$ cat src/rtl/bt_pkg.sv
package bt_pkg;
  localparam int unsigned NUM_DIV = 4;
  localparam int unsigned SEL_W   = $clog2(NUM_DIV);
  typedef logic [SEL_W-1:0] div_sel_t;
endpackage

$ cat src/rtl/bt_prescaler.sv
module bt_prescaler
  import bt_pkg::*;
#(
  parameter int unsigned DIV_EXP [NUM_DIV] = '{5, 8, 10, 12}
) (
  input  logic     clk,
  input  logic     rst_n,
  input  logic     clr,
  input  div_sel_t sel,
  output logic     tick
);
  localparam int unsigned MAX01 = (DIV_EXP[0] > DIV_EXP[1]) ? DIV_EXP[0] : DIV_EXP[1];
  localparam int unsigned MAX23 = (DIV_EXP[2] > DIV_EXP[3]) ? DIV_EXP[2] : DIV_EXP[3];
  localparam int unsigned PRE_W = (MAX01 > MAX23) ? MAX01 : MAX23;

  logic [PRE_W-1:0]   pre_q;
  logic [NUM_DIV-1:0] tap;

  always_ff @(posedge clk or negedge rst_n) begin
    if (!rst_n)   pre_q <= '0;
    else if (clr) pre_q <= '0;
    else          pre_q <= pre_q + 1'b1;
  end

  // one tap per ratio: high on the last clock of each 2^exp window
  for (genvar i = 0; i < NUM_DIV; i++) begin : g_tap
    assign tap[i] = &pre_q[DIV_EXP[i]-1:0];
  end

  assign tick = tap[sel];
endmodule

$ cat src/rtl/bt_timebase.sv
module bt_timebase #(
  parameter int unsigned CNT_W = 8
) (
  input  logic clk,
  input  logic rst_n,
  input  logic clr,
  input  logic tick,
  output logic wrap
);
  logic [CNT_W-1:0] cnt_q;

  // a clear in the same cycle suppresses the wrap
  assign wrap = tick & (&cnt_q) & ~clr;

  always_ff @(posedge clk or negedge rst_n) begin
    if (!rst_n)    cnt_q <= '0;
    else if (clr)  cnt_q <= '0;
    else if (tick) cnt_q <= cnt_q + 1'b1;
  end
endmodule

$ cat src/rtl/bt_watchdog.sv
module bt_watchdog #(
  parameter int unsigned WD_W = 3
) (
  input  logic            clk,
  input  logic            rst_n,
  input  logic            clr,
  input  logic            adv,
  output logic [WD_W-1:0] cnt,
  output logic            fire
);
  always_ff @(posedge clk or negedge rst_n) begin
    if (!rst_n) begin
      cnt  <= '0;
      fire <= 1'b0;
    end else begin
      fire <= 1'b0;
      if (clr) begin
        cnt <= '0;
      end else if (adv) begin
        cnt  <= cnt + 1'b1;
        fire <= &cnt;
      end
    end
  end
endmodule

$ cat src/rtl/bt_wdt_top.sv
module bt_wdt_top
  import bt_pkg::*;
#(
  parameter int unsigned CNT_W = 8,
  parameter int unsigned WD_W  = 3,
  parameter int unsigned DIV_EXP [NUM_DIV] = '{5, 8, 10, 12}
) (
  input  logic       clk,
  input  logic       rst_n,
  input  logic [1:0] div_sel,
  input  logic       tb_clr,
  input  logic       wd_clr,
  input  logic       irq_ack,
  input  logic       wake_req,
  output logic       irq_req,
  output logic       warm_done,
  output logic       sys_rst_req
);
  logic            base_clr;
  logic            tick_w;
  logic            ovf_w;
  logic [WD_W-1:0] wd_cnt_w;

  assign base_clr = tb_clr | wake_req;

  bt_prescaler #(.DIV_EXP(DIV_EXP)) u_pre (
    .clk  (clk),
    .rst_n(rst_n),
    .clr  (base_clr),
    .sel  (div_sel),
    .tick (tick_w)
  );

  bt_timebase #(.CNT_W(CNT_W)) u_base (
    .clk  (clk),
    .rst_n(rst_n),
    .clr  (base_clr),
    .tick (tick_w),
    .wrap (ovf_w)
  );

  bt_watchdog #(.WD_W(WD_W)) u_wd (
    .clk  (clk),
    .rst_n(rst_n),
    .clr  (wd_clr),
    .adv  (ovf_w),
    .cnt  (wd_cnt_w),
    .fire (sys_rst_req)
  );

  // interrupt flag: a new wrap wins over an acknowledge
  always_ff @(posedge clk or negedge rst_n) begin
    if (!rst_n)       irq_req <= 1'b0;
    else if (ovf_w)   irq_req <= 1'b1;
    else if (irq_ack) irq_req <= 1'b0;
  end

  // warm-up flag: a wakeup drops it, the next wrap raises it
  always_ff @(posedge clk or negedge rst_n) begin
    if (!rst_n)        warm_done <= 1'b1;
    else if (wake_req) warm_done <= 1'b0;
    else if (ovf_w)    warm_done <= 1'b1;
  end
endmodule

$ cat config.mk
export PLATFORM = sky130hd
export DESIGN_NAME = bt_wdt_top
export DESIGN_NICKNAME = d
export VERILOG_FILES = /design/src/rtl/bt_pkg.sv /design/src/rtl/bt_prescaler.sv /design/src/rtl/bt_timebase.sv /design/src/rtl/bt_watchdog.sv /design/src/rtl/bt_wdt_top.sv
export SDC_FILE = /design/constraint.sdc
export NUM_CORES = 1
export LEC_CHECK = 0
export BUFFER_PORTS_ARGS = -buffer_cell sky130_fd_sc_hd__buf_2
export CAP_MARGIN = 10
export CORE_MARGIN = 2
export CORE_UTILIZATION = 41
export CTS_CLUSTER_DIAMETER = 30
export DETAILED_ROUTE_END_ITERATION = 12
export PLACE_DENSITY_LB_ADDON = 0.05
export SYNTH_ARGS = -nofsm -noshare
export SYNTH_HDL_FRONTEND = slang
export SYNTH_SLANG_ARGS = --single-unit
$ cat constraint.sdc
create_clock -name clk -period 3.4 [get_ports clk]
set_input_delay 1.02 -clock clk [delete_from_list [all_inputs] [get_ports clk]]
set_output_delay 1.02 -clock clk [all_outputs]
set_load 0.02 [all_outputs]
==> flow_summary.toml <==
[pwr]
p_total_mw = 0.483
switchingPower_mw = 0.103
ir_drop_mv = 0.151
p_int_mw = 0.381
pwr_density_cell_mw_per_mm2 = 353
clock_power_share = 0.318
p_leak_nw = 0.604
switching_share = 0.212
seqPwrFrac = 0.644
power_frac_comb = 0.038

[timing]
fin_worst_skew_ns = 0.00997
worst_pin_slew_ns = 0.616
min_period_ns = 2.07
slew_headroom = 0.589
hold_viol = 0
fin_tns_setup_ns = 0
drv_slew = 0
fmax_mhz = 483
rsz0062_at_grt = "false"
setup-violations-final = 0
fin_crit_sh = 0.609

[global_route]
grt_antenna_before_repair = 0
first_global_vias = 865
grt_max_degree = 27
grt_usage = 0.145
grt_overflow_total = 0
grt_pass1_wl_mm = 3.82

[yosys]
syn-cell-area_mm2 = 0.00126
yosysTopAreaCellShare = 0.495
synth.distinct_cells = 27
synth_top_family_by_area = "simple AND/OR/NAND/NOR gates"
synthAdderAreaFrac = 0.0495
yosysSeqAreaShare = 0.516
synth.area.top_cells = "dfrtp_1 50%, ha_1 5.0%, nor2_1 4.2%, xor2_1 4.2%, a21oi_1 4.0%"
synthMuxAreaShare = 0
synth_compound_area_frac = 0.107
ys_warn_count = 0
synth_seq_cells = 26
syn_nets = 140
synth-xor-area-share = 0.0693
synth_area_leader_cell = "dfrtp_1"
syn-mean-instance-area_um2 = 9.95
synthCells = 127
yosys.area_share.simple = 0.220

[finish]
final_nets = 151
fill_cells = 293
final_cells = 170
layout-drive-gt1-share = 0.146
multi_input_comb_area_um2 = 563
post-route-cell-area_mm2 = 0.00137
area_delta_synth_final_pct = 8.32
regArea_um2 = 652
n_antenna_cell = 0
final_common_cell = "dfrtp_1"
final_cell_mix = "25 x dfrtp_1, 14 x nor2_1, 10 x o21ai_1, 10 x a21oi_1, 10 x buf_2"

[worst_setup_path]
required_ns = 3.65
crit_path_start_kind = "input pin"
worstSetupPathType = "in2reg"
cp_data_arrival_time_ns = 2.32
cp_max_fo = 20
end_kind = "register"

[drt]
avgRoutedWirePerCell_um = 12.7
drc = 0
drt-initial-drc-count = 53
via_per_inst = 5.28
drt_pass1_iterations = 4
ant_nets = 0
routed_wl_mm = 2.15
via_count = 898

[clock_network]
path_clk_slew_ns = 0.14
clkLatencyLatePin_ns = 0.32
clk_path_buf_depth = 2
cts_resized = 0
htreeDepth = 1
numCtsBuffers = 3
clockRootBuffer = "clkbuf_4"
tritoncts = "built"
postCtsHoldBufs = 0
cts_sinks = 26
post_cts_buffers = 0

[floorplan]
die_y_um = 59.5
core-area_mm2 = 0.00300
fp-row-count = 20
dieArea_mm2 = 0.00354
die_w_um = 59.5
io_pins = 11
initial_utilization = 0.421

[job]
maxCapViolCount = 0

[place]
post_dp_cell_area_mm2 = 0.00133
portBuffers = 10
dp_hpwl_mm = 1.53
gp_congestion = 0.691
dp_cells = 166

[worst_hold_path]
hold_path.class = "reg2reg"

[status]
status = "complete, no violations"
==> through the flow <==
step | hold slack (ns) | setup slack (ns) | utilization
finish | 0.489 | 1.33 | 0.456
global route | 0.529 | 1.25 | 0.456
CTS | 0.494 | 1.34 | 0.456
detailed placement | 0.473 | 0.984 | 0.444
global placement | 0.466 | 1.02 | 0.444
floorplan | 0.448 | 1.22 | -
==> power groups by stage <==
stage	logic (mW)	registers [mW]	clock network (mW)
global placement	0.0189	0.317	0
detailed placement	0.0193	0.317	0
finish	0.0184	0.311	0.154
floorplan	0.00619	0.317	0
CTS	0.0194	0.311	0.166
global route	0.0212	0.312	0.181
==> logic make-up after synthesis <==
kind of cell	after synthesis
compound gates	25
simple gates	51
buf+inv	10
xor+xnor	10
fa+ha+maj	5
flops	26
==> worst paths after layout <==
| kind | startpoint | cells past startpoint | end | slack, ns |
|---|---|---|---|---|
| setup / recovery | div_sel[0] | 7 | u_base.cnt_q[7]$_DFFE_PN0P_ | 1.33 |
| hold / removal | warm_done$_DFFE_PN1P_ | 2 | warm_done$_DFFE_PN1P_ | 0.49 |
| setup reg to reg | u_pre.pre_q[0]$_DFF_PN0_ | 9 | u_base.cnt_q[7]$_DFFE_PN0P_ | 1.44 |
| hold reg to reg | warm_done$_DFFE_PN1P_ | 2 | warm_done$_DFFE_PN1P_ | 0.49 |
| max in group asynchronous | rst_n | 1 | u_pre.pre_q[0]$_DFF_PN0_ | 2.33 |
| min in group asynchronous | rst_n | 1 | u_base.cnt_q[5]$_DFFE_PN0P_ | 0.68 |
==> Yosys cell counts, drive strengths merged <==
cell / n
and4: 4
buf: 2
xor2: 6
a21oi: 10
nand3: 8
a31oi: 1
xnor2: 4
and2: 3
or2: 2
dfrtp: 25
a31o: 1
or3: 7
ha: 5
nand4: 3
inv: 5
a21boi: 1
nor2: 14
nor4b: 1
dfstp: 1
and3: 2
o22ai: 2
o21ai: 10
nand2: 7
clkbuf: 3
==> flip-flops by register name, indices dropped and copies added, names as in the netlist <==
name	cells
warm_done	1
u_pre.pre_q	12
u_wd.cnt	3
u_base.cnt_q	8
u_wd.fire	1
irq_req	1
==> per-layer routing <==
metal	share of wire	routed length, µm	GRT usage	up-vias
met5	0	0	0	-
met4	0.014	30	0.0667	0
met3	0.029	63	0.0262	4
met2	0.43	933	0.226	13
met1	0.52	1130	0.196	420
li1	-	-	-	461
==> critical path: stages <==
cell and delay [ns]:
buf_2 0.10, or2_2 0.31, nor2_1 0.14, a31oi_1 0.05, buf_4 0.20, or3_1 0.35, a21oi_1 0.14
==> cell type report <==
class,count,area share
flip-flops and latches,26,0.476
well taps,33,0.0302
repair buffers,11,0.0420
inverters,5,0.0137
clock buffers,4,0.0265
multi-input cells,91,0.411
Power figures use the tool's default switching activity.
